$ cat config.mk
export PLATFORM = sky130hd
export DESIGN_NAME = fwd_lookup
export DESIGN_NICKNAME = d
export VERILOG_FILES = /design/src/rtl/fwd_pkg.sv /design/src/rtl/fwd_sq_store.sv /design/src/rtl/fwd_match_unit.sv /design/src/rtl/fwd_lookup.sv
export SDC_FILE = /design/constraint.sdc
export NUM_CORES = 2
export LEC_CHECK = 0
export BUFFER_PORTS_ARGS = -buffer_cell sky130_fd_sc_hd__buf_4
export CORE_ASPECT_RATIO = 1.4
export CORE_MARGIN = 2
export CORE_UTILIZATION = 36
export DETAILED_ROUTE_END_ITERATION = 16
export GPL_ROUTABILITY_DRIVEN = 1
export SLEW_MARGIN = 15
export SYNTH_ARGS = -nofsm -noshare
export SYNTH_HDL_FRONTEND = slang
export SYNTH_SLANG_ARGS = --single-unit
$ cat constraint.sdc
create_clock -name clk -period 11.3 [get_ports clk]
set_clock_uncertainty 0.15 [all_clocks]
set_input_delay 1.13 -clock clk [delete_from_list [all_inputs] [get_ports clk]]
set_output_delay 1.13 -clock clk [all_outputs]
set_load 0.01 [all_outputs]
$ cat src/rtl/fwd_pkg.sv
package fwd_pkg;
    localparam int unsigned LANE_BYTES = 16;
    localparam int unsigned LANE_OFS_W = $clog2(LANE_BYTES);
    localparam int unsigned LANE_BITS  = 8 * LANE_BYTES;

    typedef logic [LANE_BYTES-1:0] lane_mask_t;
    typedef logic [LANE_BITS-1:0]  lane_data_t;
endpackage

$ cat src/rtl/fwd_sq_store.sv
module fwd_sq_store
    import fwd_pkg::*;
#(
    parameter int unsigned DEPTH  = 8,
    parameter int unsigned ADDR_W = 20,
    localparam int unsigned IDX_W = $clog2(DEPTH)
) (
    input  logic                                clk,
    input  logic                                rst_n,
    input  logic                                alloc_i,
    input  logic                                retire_i,
    input  logic                                addr_we_i,
    input  logic [IDX_W-1:0]                    addr_idx_i,
    input  logic [ADDR_W-1:0]                   va_i,
    input  logic [ADDR_W-1:0]                   pa_i,
    input  lane_mask_t                          mask_i,
    input  logic                                data_we_i,
    input  logic [IDX_W-1:0]                    data_idx_i,
    input  lane_data_t                          data_i,
    output logic [DEPTH-1:0]                    used_o,
    output logic [DEPTH-1:0]                    addr_ok_o,
    output logic [DEPTH-1:0]                    data_ok_o,
    output logic [DEPTH-1:0][ADDR_W-1:0]        va_o,
    output logic [DEPTH-1:0][ADDR_W-1:0]        pa_o,
    output logic [DEPTH-1:0][LANE_BYTES-1:0]    mask_o,
    output logic [DEPTH-1:0][LANE_BITS-1:0]     data_o,
    output logic [IDX_W-1:0]                    head_o,
    output logic                                full_o,
    output logic                                empty_o
);
    typedef struct packed {
        logic [IDX_W:0]                      head;
        logic [IDX_W:0]                      tail;
        logic [DEPTH-1:0]                    used;
        logic [DEPTH-1:0]                    aok;
        logic [DEPTH-1:0]                    dok;
        logic [DEPTH-1:0][ADDR_W-1:0]        va;
        logic [DEPTH-1:0][ADDR_W-1:0]        pa;
        logic [DEPTH-1:0][LANE_BYTES-1:0]    msk;
        logic [DEPTH-1:0][LANE_BITS-1:0]     dat;
    } sq_state_t;

    sq_state_t s_d, s_q;
    logic      full_w, empty_w;

    assign full_w  = (s_q.head[IDX_W] != s_q.tail[IDX_W]) &&
                     (s_q.head[IDX_W-1:0] == s_q.tail[IDX_W-1:0]);
    assign empty_w = (s_q.head == s_q.tail);

    always_comb begin
        s_d = s_q;
        if (addr_we_i && s_q.used[addr_idx_i]) begin
            s_d.va[addr_idx_i]  = va_i;
            s_d.pa[addr_idx_i]  = pa_i;
            s_d.msk[addr_idx_i] = mask_i;
            s_d.aok[addr_idx_i] = 1'b1;
        end
        if (data_we_i && s_q.used[data_idx_i]) begin
            s_d.dat[data_idx_i] = data_i;
            s_d.dok[data_idx_i] = 1'b1;
        end
        if (retire_i && !empty_w) begin
            s_d.used[s_q.head[IDX_W-1:0]] = 1'b0;
            s_d.aok[s_q.head[IDX_W-1:0]]  = 1'b0;
            s_d.dok[s_q.head[IDX_W-1:0]]  = 1'b0;
            s_d.head                      = s_q.head + 1'b1;
        end
        if (alloc_i && !full_w) begin
            s_d.used[s_q.tail[IDX_W-1:0]] = 1'b1;
            s_d.aok[s_q.tail[IDX_W-1:0]]  = 1'b0;
            s_d.dok[s_q.tail[IDX_W-1:0]]  = 1'b0;
            s_d.tail                      = s_q.tail + 1'b1;
        end
    end

    always_ff @(posedge clk) begin
        if (!rst_n) s_q <= '0;
        else        s_q <= s_d;
    end

    assign used_o    = s_q.used;
    assign addr_ok_o = s_q.aok;
    assign data_ok_o = s_q.dok;
    assign va_o      = s_q.va;
    assign pa_o      = s_q.pa;
    assign mask_o    = s_q.msk;
    assign data_o    = s_q.dat;
    assign head_o    = s_q.head[IDX_W-1:0];
    assign full_o    = full_w;
    assign empty_o   = empty_w;
endmodule

$ cat src/rtl/fwd_match_unit.sv
module fwd_match_unit
    import fwd_pkg::*;
#(
    parameter int unsigned DEPTH  = 8,
    parameter int unsigned ADDR_W = 20,
    localparam int unsigned IDX_W = $clog2(DEPTH)
) (
    input  logic                                ld_valid_i,
    input  logic [ADDR_W-1:0]                   ld_va_i,
    input  logic [ADDR_W-1:0]                   ld_pa_i,
    input  lane_mask_t                          ld_mask_i,
    input  logic [DEPTH-1:0]                    ld_older_i,
    input  logic [DEPTH-1:0]                    used_i,
    input  logic [DEPTH-1:0]                    addr_ok_i,
    input  logic [DEPTH-1:0]                    data_ok_i,
    input  logic [DEPTH-1:0][ADDR_W-1:0]        va_i,
    input  logic [DEPTH-1:0][ADDR_W-1:0]        pa_i,
    input  logic [DEPTH-1:0][LANE_BYTES-1:0]    mask_i,
    input  logic [DEPTH-1:0][LANE_BITS-1:0]     data_i,
    input  logic [IDX_W-1:0]                    head_i,
    output lane_mask_t                          fwd_mask_o,
    output lane_data_t                          fwd_data_o,
    output logic                                dwait_o,
    output logic [IDX_W-1:0]                    dwait_idx_o,
    output logic                                await_o,
    output logic [IDX_W-1:0]                    await_idx_o,
    output logic                                mismatch_o
);
    logic [DEPTH-1:0] cand, vhit, phit, nokaddr;

    for (genvar g = 0; g < DEPTH; g++) begin : g_entry
        assign cand[g]    = used_i[g] & ld_older_i[g];
        assign nokaddr[g] = cand[g] & ~addr_ok_i[g];
        assign vhit[g]    = cand[g] & addr_ok_i[g] & (|(mask_i[g] & ld_mask_i)) &
                            (va_i[g][ADDR_W-1:LANE_OFS_W] == ld_va_i[ADDR_W-1:LANE_OFS_W]);
        assign phit[g]    = cand[g] & addr_ok_i[g] & (|(mask_i[g] & ld_mask_i)) &
                            (pa_i[g][ADDR_W-1:LANE_OFS_W] == ld_pa_i[ADDR_W-1:LANE_OFS_W]);
    end

    logic [LANE_BYTES-1:0]            own_hit;
    logic [LANE_BYTES-1:0][IDX_W-1:0] own_idx;
    logic [DEPTH-1:0]                 blocked;

    // walk entries from oldest to youngest so the last hit is the youngest owner
    always_comb begin
        own_hit = '0;
        own_idx = '0;
        for (int b = 0; b < LANE_BYTES; b++) begin
            for (int k = 0; k < DEPTH; k++) begin
                logic [IDX_W-1:0] e;
                e = head_i + IDX_W'(k);
                if (vhit[e] && mask_i[e][b] && ld_mask_i[b]) begin
                    own_hit[b] = 1'b1;
                    own_idx[b] = e;
                end
            end
        end
    end

    always_comb begin
        fwd_mask_o = '0;
        fwd_data_o = '0;
        blocked    = '0;
        for (int b = 0; b < LANE_BYTES; b++) begin
            if (own_hit[b]) begin
                if (data_ok_i[own_idx[b]]) begin
                    fwd_mask_o[b]       = 1'b1;
                    fwd_data_o[8*b +: 8] = data_i[own_idx[b]][8*b +: 8];
                end else begin
                    blocked[own_idx[b]] = 1'b1;
                end
            end
        end
        if (!ld_valid_i) begin
            fwd_mask_o = '0;
            fwd_data_o = '0;
        end
    end

    // walk youngest to oldest so the last assignment names the oldest entry
    always_comb begin
        dwait_idx_o = '0;
        await_idx_o = '0;
        for (int k = DEPTH - 1; k >= 0; k--) begin
            logic [IDX_W-1:0] e;
            e = head_i + IDX_W'(k);
            if (blocked[e]) dwait_idx_o = e;
            if (nokaddr[e]) await_idx_o = e;
        end
    end

    assign dwait_o    = ld_valid_i & (|blocked);
    assign await_o    = ld_valid_i & (|nokaddr);
    assign mismatch_o = ld_valid_i & (|(vhit ^ phit));
endmodule

$ cat src/rtl/fwd_lookup.sv
module fwd_lookup
    import fwd_pkg::*;
#(
    parameter int unsigned DEPTH  = 8,
    parameter int unsigned ADDR_W = 20,
    localparam int unsigned IDX_W = $clog2(DEPTH)
) (
    input  logic                     clk,
    input  logic                     rst_n,
    input  logic                     st_alloc_i,
    input  logic                     st_retire_i,
    input  logic                     st_addr_we_i,
    input  logic [IDX_W-1:0]         st_addr_idx_i,
    input  logic [ADDR_W-1:0]        st_vaddr_i,
    input  logic [ADDR_W-1:0]        st_paddr_i,
    input  logic [LANE_BYTES-1:0]    st_mask_i,
    input  logic                     st_data_we_i,
    input  logic [IDX_W-1:0]         st_data_idx_i,
    input  logic [LANE_BITS-1:0]     st_data_i,
    input  logic                     ld_valid_i,
    input  logic [ADDR_W-1:0]        ld_vaddr_i,
    input  logic [ADDR_W-1:0]        ld_paddr_i,
    input  logic [LANE_BYTES-1:0]    ld_mask_i,
    input  logic [DEPTH-1:0]         ld_older_i,
    output logic                     sq_full_o,
    output logic                     sq_empty_o,
    output logic [LANE_BYTES-1:0]    fwd_mask_fast_o,
    output logic                     fwd_valid_o,
    output logic [LANE_BYTES-1:0]    fwd_mask_o,
    output logic [LANE_BITS-1:0]     fwd_data_o,
    output logic                     data_wait_o,
    output logic [IDX_W-1:0]         data_wait_idx_o,
    output logic                     addr_wait_o,
    output logic [IDX_W-1:0]         addr_wait_idx_o,
    output logic                     va_pa_mismatch_o
);
    logic [DEPTH-1:0]                 used_w, aok_w, dok_w;
    logic [DEPTH-1:0][ADDR_W-1:0]     va_w, pa_w;
    logic [DEPTH-1:0][LANE_BYTES-1:0] msk_w;
    logic [DEPTH-1:0][LANE_BITS-1:0]  dat_w;
    logic [IDX_W-1:0]                 head_w;

    fwd_sq_store #(.DEPTH(DEPTH), .ADDR_W(ADDR_W)) u_store (
        .clk        (clk),
        .rst_n      (rst_n),
        .alloc_i    (st_alloc_i),
        .retire_i   (st_retire_i),
        .addr_we_i  (st_addr_we_i),
        .addr_idx_i (st_addr_idx_i),
        .va_i       (st_vaddr_i),
        .pa_i       (st_paddr_i),
        .mask_i     (st_mask_i),
        .data_we_i  (st_data_we_i),
        .data_idx_i (st_data_idx_i),
        .data_i     (st_data_i),
        .used_o     (used_w),
        .addr_ok_o  (aok_w),
        .data_ok_o  (dok_w),
        .va_o       (va_w),
        .pa_o       (pa_w),
        .mask_o     (msk_w),
        .data_o     (dat_w),
        .head_o     (head_w),
        .full_o     (sq_full_o),
        .empty_o    (sq_empty_o)
    );

    lane_mask_t       m_mask;
    lane_data_t       m_data;
    logic             m_dw, m_aw, m_mm;
    logic [IDX_W-1:0] m_dw_idx, m_aw_idx;

    fwd_match_unit #(.DEPTH(DEPTH), .ADDR_W(ADDR_W)) u_match (
        .ld_valid_i  (ld_valid_i),
        .ld_va_i     (ld_vaddr_i),
        .ld_pa_i     (ld_paddr_i),
        .ld_mask_i   (ld_mask_i),
        .ld_older_i  (ld_older_i),
        .used_i      (used_w),
        .addr_ok_i   (aok_w),
        .data_ok_i   (dok_w),
        .va_i        (va_w),
        .pa_i        (pa_w),
        .mask_i      (msk_w),
        .data_i      (dat_w),
        .head_i      (head_w),
        .fwd_mask_o  (m_mask),
        .fwd_data_o  (m_data),
        .dwait_o     (m_dw),
        .dwait_idx_o (m_dw_idx),
        .await_o     (m_aw),
        .await_idx_o (m_aw_idx),
        .mismatch_o  (m_mm)
    );

    assign fwd_mask_fast_o = m_mask;

    typedef struct packed {
        logic             valid;
        lane_mask_t       mask;
        lane_data_t       data;
        logic             dw;
        logic [IDX_W-1:0] dw_idx;
        logic             aw;
        logic [IDX_W-1:0] aw_idx;
        logic             mm;
    } resp_t;

    resp_t r_d, r_q;

    always_comb begin
        r_d = '0;
        if (ld_valid_i) begin
            r_d.valid  = 1'b1;
            r_d.mask   = m_mask;
            r_d.data   = m_data;
            r_d.dw     = m_dw;
            r_d.dw_idx = m_dw ? m_dw_idx : '0;
            r_d.aw     = m_aw;
            r_d.aw_idx = m_aw ? m_aw_idx : '0;
            r_d.mm     = m_mm;
        end
    end

    always_ff @(posedge clk) begin
        if (!rst_n) r_q <= '0;
        else        r_q <= r_d;
    end

    assign fwd_valid_o      = r_q.valid;
    assign fwd_mask_o       = r_q.mask;
    assign fwd_data_o       = r_q.data;
    assign data_wait_o      = r_q.dw;
    assign data_wait_idx_o  = r_q.dw_idx;
    assign addr_wait_o      = r_q.aw;
    assign addr_wait_idx_o  = r_q.aw_idx;
    assign va_pa_mismatch_o = r_q.mm;
endmodule

After elaboration in Yosys (flattened, before gate mapping)

Cells that the tools add are included.

$lt $le $gt $ge: 47
Reduce and logical (&&, ||, !) cells: 313
Multiplexer cells: 558
Bitwise gates (word level): 93
$add $sub $neg: 9
Equality and inequality tests: 19

Operator list:

| operator                                            | number |
|---|---|
| binary-select mux 128 bit (select 3 bit)            | 16 |
| bitwise mux 1024 bit                                | 1 |
| two-way mux 8 bit                                   | 67 |
| two-way mux 3 bit                                   | 146 |
| binary-select mux 16 bit (select 3 bit)             | 8 |
| demux 128 bit (select 3 bit)                        | 1 |
| bitwise mux 160 bit                                 | 2 |
| logical AND 1 bit                                   | 281 |
| equality test 16 bit                                | 16 |
| two-way mux 128 bit                                 | 2 |
| two-way mux 1 bit                                   | 222 |
| two-way mux 16 bit                                  | 11 |
| two-way mux 154 bit                                 | 1 |
| OR 8 bit                                            | 18 |
| bitwise AND 16 bit                                  | 8 |
| bitwise mux 128 bit                                 | 1 |
| OR reduction 16 bit                                 | 8 |
| binary-select mux 1 bit (select 3 bit)              | 42 |
| two-way mux 120 bit                                 | 1 |
| two-way mux 112 bit                                 | 1 |
| < comparator 3 x 4 -> 1 bit (second input constant) | 27 |
| two-way mux 104 bit                                 | 1 |
| two-way mux 96 bit                                  | 1 |
| two-way mux 88 bit                                  | 1 |
| 30 further kinds                                    | 156 |

Output and inout bits: 172
Input port bits: 261
Bits in registers: 1658
Word-level logic and storage cells: 1099

Longest topological paths before layout

Word-level depth: 79
Gate-level depth with buffers: 36
Gate-level depth less buffers: 21

Modules after synthesis

From an unflattened synthesis, not the netlist that was laid out.

Cell total of the unflattened synthesis: 13471
Area total of the unflattened synthesis: 106156.8 um2

Modules (own cells, without submodules):

| module         | sequential area each (um2) | area each (um2) | times used | cells an instance |
|---|---|---|---|---|
| fwd_sq_store   | 30108.9                    | 67837.6         | 1          | 8254 |
| fwd_match_unit | 0.0                        | 34051.4         | 1          | 4876 |
| fwd_lookup     | 3083.0                     | 4267.8          | 1          | 341 |

Worst setup path before layout

No wires, ideal clock.

Path kind: flip-flop to output port
Start: reg u_store.s_q (netlist bit u_store.head_o[0])
End: out fwd_mask_fast_o[10]
Cell stages (with the launch flop): 26
Buffers on the path: 12
Arrival: 7.336 ns
Data required time: 10.020 ns
Path slack: 2.684 ns
Cells stage by stage: dfxtp_1 -> buf_2 -> inv_1 -> clkbuf_1 -> clkbuf_1 -> clkbuf_1 -> clkbuf_1 -> buf_1 -> clkbuf_1 -> clkbuf_1 -> clkbuf_1 -> ha_1 -> inv_1 -> buf_2 -> clkbuf_1 -> nand2_1 -> nor4_1 -> o21ai_1 -> and4_1 -> buf_2 -> a2111o_1 -> a221oi_2 -> mux2_1 -> or4b_1 -> mux2_2 -> a2111oi_0

Cells in the longest elaborated chain, start to end: 17
Elaborated cells between the ends (all ways): 76
Those cells by class: 7 x add/sub; 53 x mux; 16 x reduce/logical

RTL lines:

| element                                                         | RTL line             | RTL |
|---|---|---|
| start, declared                                                 | fwd_sq_store.sv:43   | `sq_state_t s_d, s_q;` |
| start signal, assigned                                          | fwd_sq_store.sv:77   | `if (!rst_n) s_q <= '0;` |
| start signal, assigned                                          | fwd_sq_store.sv:78   | `else s_q <= s_d;` |
| adder 3 x 1 -> 3 bit (tied with other cells)                    | fwd_match_unit.sv:51 | `e = head_i + IDX_W'(k);` |
| binary-select mux 1 bit (select 3 bit) (tied with other cells)  | fwd_match_unit.sv:52 | `if (vhit[e] && mask_i[e][b] && ld_mask_i[b]) begin` |
| two-way mux 1 bit (not written as such) (tied with other cells) | fwd_match_unit.sv:52 |  |
| logical AND 1 bit                                               | fwd_match_unit.sv:52 |  |
| logical AND 1 bit or two-way mux 3 bit (tied branches)          | fwd_match_unit.sv:52 |  |
| two-way mux 3 bit (7 in series)                                 | fwd_match_unit.sv:52 |  |
| binary-select mux 1 bit (select 3 bit)                          | fwd_match_unit.sv:66 | `if (data_ok_i[own_idx[b]]) begin` |
| two-way mux 1 bit (not written as such)                         | fwd_match_unit.sv:66 |  |
| two-way mux 1 bit                                               | fwd_match_unit.sv:66 |  |
| two-way mux 1 bit *                                             | fwd_match_unit.sv:65 | `if (own_hit[b]) begin` |
| two-way mux 16 bit *                                            | fwd_match_unit.sv:74 | `if (!ld_valid_i) begin` |
| end, declared                                                   | fwd_lookup.sv:27     | `output logic [LANE_BYTES-1:0] fwd_mask_fast_o,` |

Every way passes the cells marked *; elsewhere a longest branch is shown, timed or not. The select of a mux whose other input is x is not followed.

Worst setup path after layout

Start: reg u_store.s_q (netlist bit u_store.head_o[0])
End: reg r_q (netlist bit data_wait_idx_o[1])

Cells in the longest elaborated chain, start to end: 73
Elaborated cells between the ends (all ways): 737
Those cells by class: 7 x add/sub; 32 x order compare; 408 x mux; 16 x bitwise; 274 x reduce/logical

RTL lines:

| element                                                                                           | RTL line                                   | RTL |
|---|---|---|
| adder 3 x 1 -> 3 bit (tied with other cells)                                                      | fwd_match_unit.sv:51, fwd_match_unit.sv:86 |  |
| binary-select mux 1 bit (select 3 bit) (tied with other cells)                                    | fwd_match_unit.sv:52                       |  |
| two-way mux 1 bit (not written as such) (tied with other cells)                                   | fwd_match_unit.sv:52                       |  |
| logical AND 1 bit                                                                                 | fwd_match_unit.sv:52                       |  |
| logical AND 1 bit or two-way mux 3 bit (tied branches)                                            | fwd_match_unit.sv:52                       |  |
| two-way mux 3 bit (7 in series)                                                                   | fwd_match_unit.sv:52                       |  |
| < comparator 3 x 4 -> 1 bit (not written as such) or >= comparator 3 x 1 -> 1 bit (tied branches) | fwd_match_unit.sv:70                       | `blocked[own_idx[b]] = 1'b1;` |
| logical AND 1 bit (not written as such)                                                           | fwd_match_unit.sv:70                       |  |
| [... 44 more ...]                                                                                 | -                                          |  |
| two-way mux 8 bit                                                                                 | fwd_match_unit.sv:66                       |  |
| two-way mux 8 bit                                                                                 | fwd_match_unit.sv:65                       |  |
| OR 8 bit (no source line)                                                                         | -                                          |  |
| two-way mux 8 bit                                                                                 | fwd_match_unit.sv:66                       |  |
| two-way mux 8 bit                                                                                 | fwd_match_unit.sv:65                       |  |
| binary-select mux 1 bit (select 3 bit)                                                            | fwd_match_unit.sv:87                       | `if (blocked[e]) dwait_idx_o = e;` |
| two-way mux 1 bit (not written as such)                                                           | fwd_match_unit.sv:87                       |  |
| two-way mux 3 bit (8 in series)                                                                   | fwd_match_unit.sv:87                       |  |
| end signal, assigned                                                                              | fwd_lookup.sv:127                          | `else r_q <= r_d;` |
| end, declared                                                                                     | fwd_lookup.sv:109                          | `resp_t r_d, r_q;` |

Parallel ways exist; a longest one is shown, timed or not. The select of a mux whose other input is x is not followed.
A chain may end at the register's enable or synchronous reset.

==> run metrics <==
Die Wd=430.6 um; worst-margin pin slew=1.380 ns; wire per inst=28.57 um; Hold WC Path Type=flop to flop; M2 GR Usage=0.4956; f_max=0.09786 GHz; largest net degree at the start of global routing=186; Routed Antenna Nets=0; Detailed Route WL=425.2 mm; mapped cell area=0.09171 mm^2; crit-path max FO=74; MaxCap Viol Count=0; clock sink count=1,594; vias in the first global route=81,290; CP delay by family, top=compound AO/OA/AOI/OAI gates; Top Usage Layer GRT=met2; dpl cells=14,560; status=completed; Synthesized Nets=11,900; Area contributors post-synth=dfxtp_1 (35%), nand2_1 (14%), a21boi_0 (12%); total power=12.92 mW; met3 global-route usage=0.08017; Worst Path Arrival=10.82 ns; CP Cell Sequence=clkinv_2 -> ha_4 -> buf_12 -> nor4_2 -> o21ai_0 -> nand2_1 -> o21ai_1 -> nand2_1 -> a2111oi_0 -> buf_4 -> or2b_1 -> nor3_1 -> a222oi_1 -> o2111ai_1 -> nor4b_2 -> nor2_1 -> a311o_1 -> a2111o_1 -> o211ai_1 -> a311oi_1; Crit Path Category=flop to flop; CTS tree=yes; Core Region=0.2537 mm^2; crit-path most repeated cell=nand2_1; DRT Pass-1 Iters=7; htree depth=4; DIE AREA=0.2589 mm^2; async set or reset register ratio after synthesis=0; first-pass GRT wire length=602.9 mm; hold_buf cts=0; Cells after Synth=11,630; Clock Path Buffers=4; Root Buffer=clkbuf_16; Row Count=219; YS warnings=0; Util after Layout=0.4038; Final period util=0.9043; Leakage Power=34.02 nW; post-detail-place hpwl=293.6 mm; GPL Wtd Cong=1.142; IO Pins=433; final setup TNS=0 ns; Synth Flop Type=dfxtp_1; Final min period=10.22 ns; unique cell type count in the Yosys netlist=125; Setup Fix Bufs, Post-CTS=0; post-cts resize count=0; layout net count=11,690; pins over their slew limit=0; worst path bufs/invs=3; count leader, synth=nand2_1; Finish-stage setup viols=0; RSZ-0062 raised after global routing=no; GRT overflow=0; # DRC=0; share of cells above drive strength 1=0.1273; Clock Latency Late Sink=0.90 ns; Power Density=126.1 mW/mm^2; #FFs+latches synth=1,594; top post-synthesis cells by count=nand2_1 (3,494), dfxtp_1 (1,594), a21boi_0 (1,484); non-filler cells, final=14,880; number of synthesized flops with an enable pin=0; Clock Pin Slew Worst Setup and Hold Paths=0.06 ns; Layout area overhead=11.72%; critical path's slowest cell=a222oi_1; CP Capture Type=flop; Initial Utilization=0.3614; final hold vios=0; # port buffers=416; Synth area leader=dfxtp_1; Critical Path RT=11.90 ns; GRT Total Usage=0.3153; Seq/Total Area, Yosys=0.3479; Vias=87,460; die height=601.2 um; Startpoint Class=flop; met1 Use GR=0.3763; vias per inst=5.878; Avg Cell Area, Syn=7.886 um^2; slew margin rel.=0.07372; number of buffers created by CTS=170; Starting DRT DRC Count=9,345; VDD IR max=0.1231 mV; Slowest Stage Delay on Critical Path=1.04 ns; antenna violations before repair=58; Synth top area share=0.3479
layout make-up:
class	count	area (um^2)
clock inverter	43	553.0
sequential	1594	31920
multi-input combinational	8905	55200
antenna	22	55.05
clock buffer	252	5025
tap	3315	4148
fill	25950	151300
timing repair buffer	681	5301
inverter	68	256.5
flip-flops by register name, indices dropped and copies added (netlist names), 5 cells and up:
register	cells
u_store.addr_ok_o	8
u_store.data_ok_o	8
u_store.data_o	1024
u_store.pa_o	128
u_store.used_o	8
fwd_mask_o	16
u_store.va_o	128
u_store.mask_o	128
fwd_data_o	128
u_store.s_q	5
metrics by stage:
step	area [um^2]	worst slack, ns	hold WS [ns]
final	102500	1.082	0.3082
after detailed placement	96750	1.803	0.3017
after global routing	102400	1.105	0.3213
after global placement	96750	1.791	0.2948
after floorplan	91710	2.684	0.2888
after CTS	102300	1.706	0.3103
metal layers:
layer | wire length (um) | up-vias
met5 | 377 | -
met4 | 34850 | 56
met3 | 37480 | 1312
met2 | 189400 | 4220
met1 | 163100 | 42040
li1 | - | 39830
cell usage in the layout, fill, tap and decap left out, drive strengths merged, types with 158 or more instances in the layout:
cell,synthesis,routed
nand2,3495,3495
dfxtp,1594,1594
a21boi,1494,1494
buf,363,680
mux2i,470,470
nor2,460,460
a21oi,368,368
o21ai,338,338
clkbuf,700,253
nor4,160,160
mux4,158,158
report_power, final:
| group | internal, mW | total [mW] | switching [mW] |
|---|---|---|---|
| clock network | 3.31 | 5.75 | 2.44 |
| registers | 5.67 | 5.72 | 0.0427 |
| logic | 0.473 | 1.45 | 0.980 |
| total | 9.46 | 12.9 | 3.47 |
tightest hold or removal path, cell delays in order (launching register included):
cell	delay [ns]
dfxtp_1	0.30
nand2_1	0.04
a21boi_0	0.06
cells by family after synthesis:
group / synth area share
fa+ha+maj: 0.0009550
simple gates: 0.2263
mux: 0.1051
compound gates: 0.2367
xor+xnor: 0.02636
flops: 0.3479
buf+inv: 0.05674
worst paths after layout:
check | slack, ns | cells past startpoint | end | startpoint
worst max-delay path | 1.08 | 20 | data_wait_idx_o[1] | u_store.head_o[0]
worst min-delay path | 0.31 | 2 | u_store.data_o[879] | u_store.data_o[879]
worst min register to register | 0.31 | 2 | u_store.data_o[879] | u_store.data_o[879]
worst max register to register | 1.08 | 20 | data_wait_idx_o[1] | u_store.head_o[0]
No activity file was read; power rests on OpenSTA's default activity.
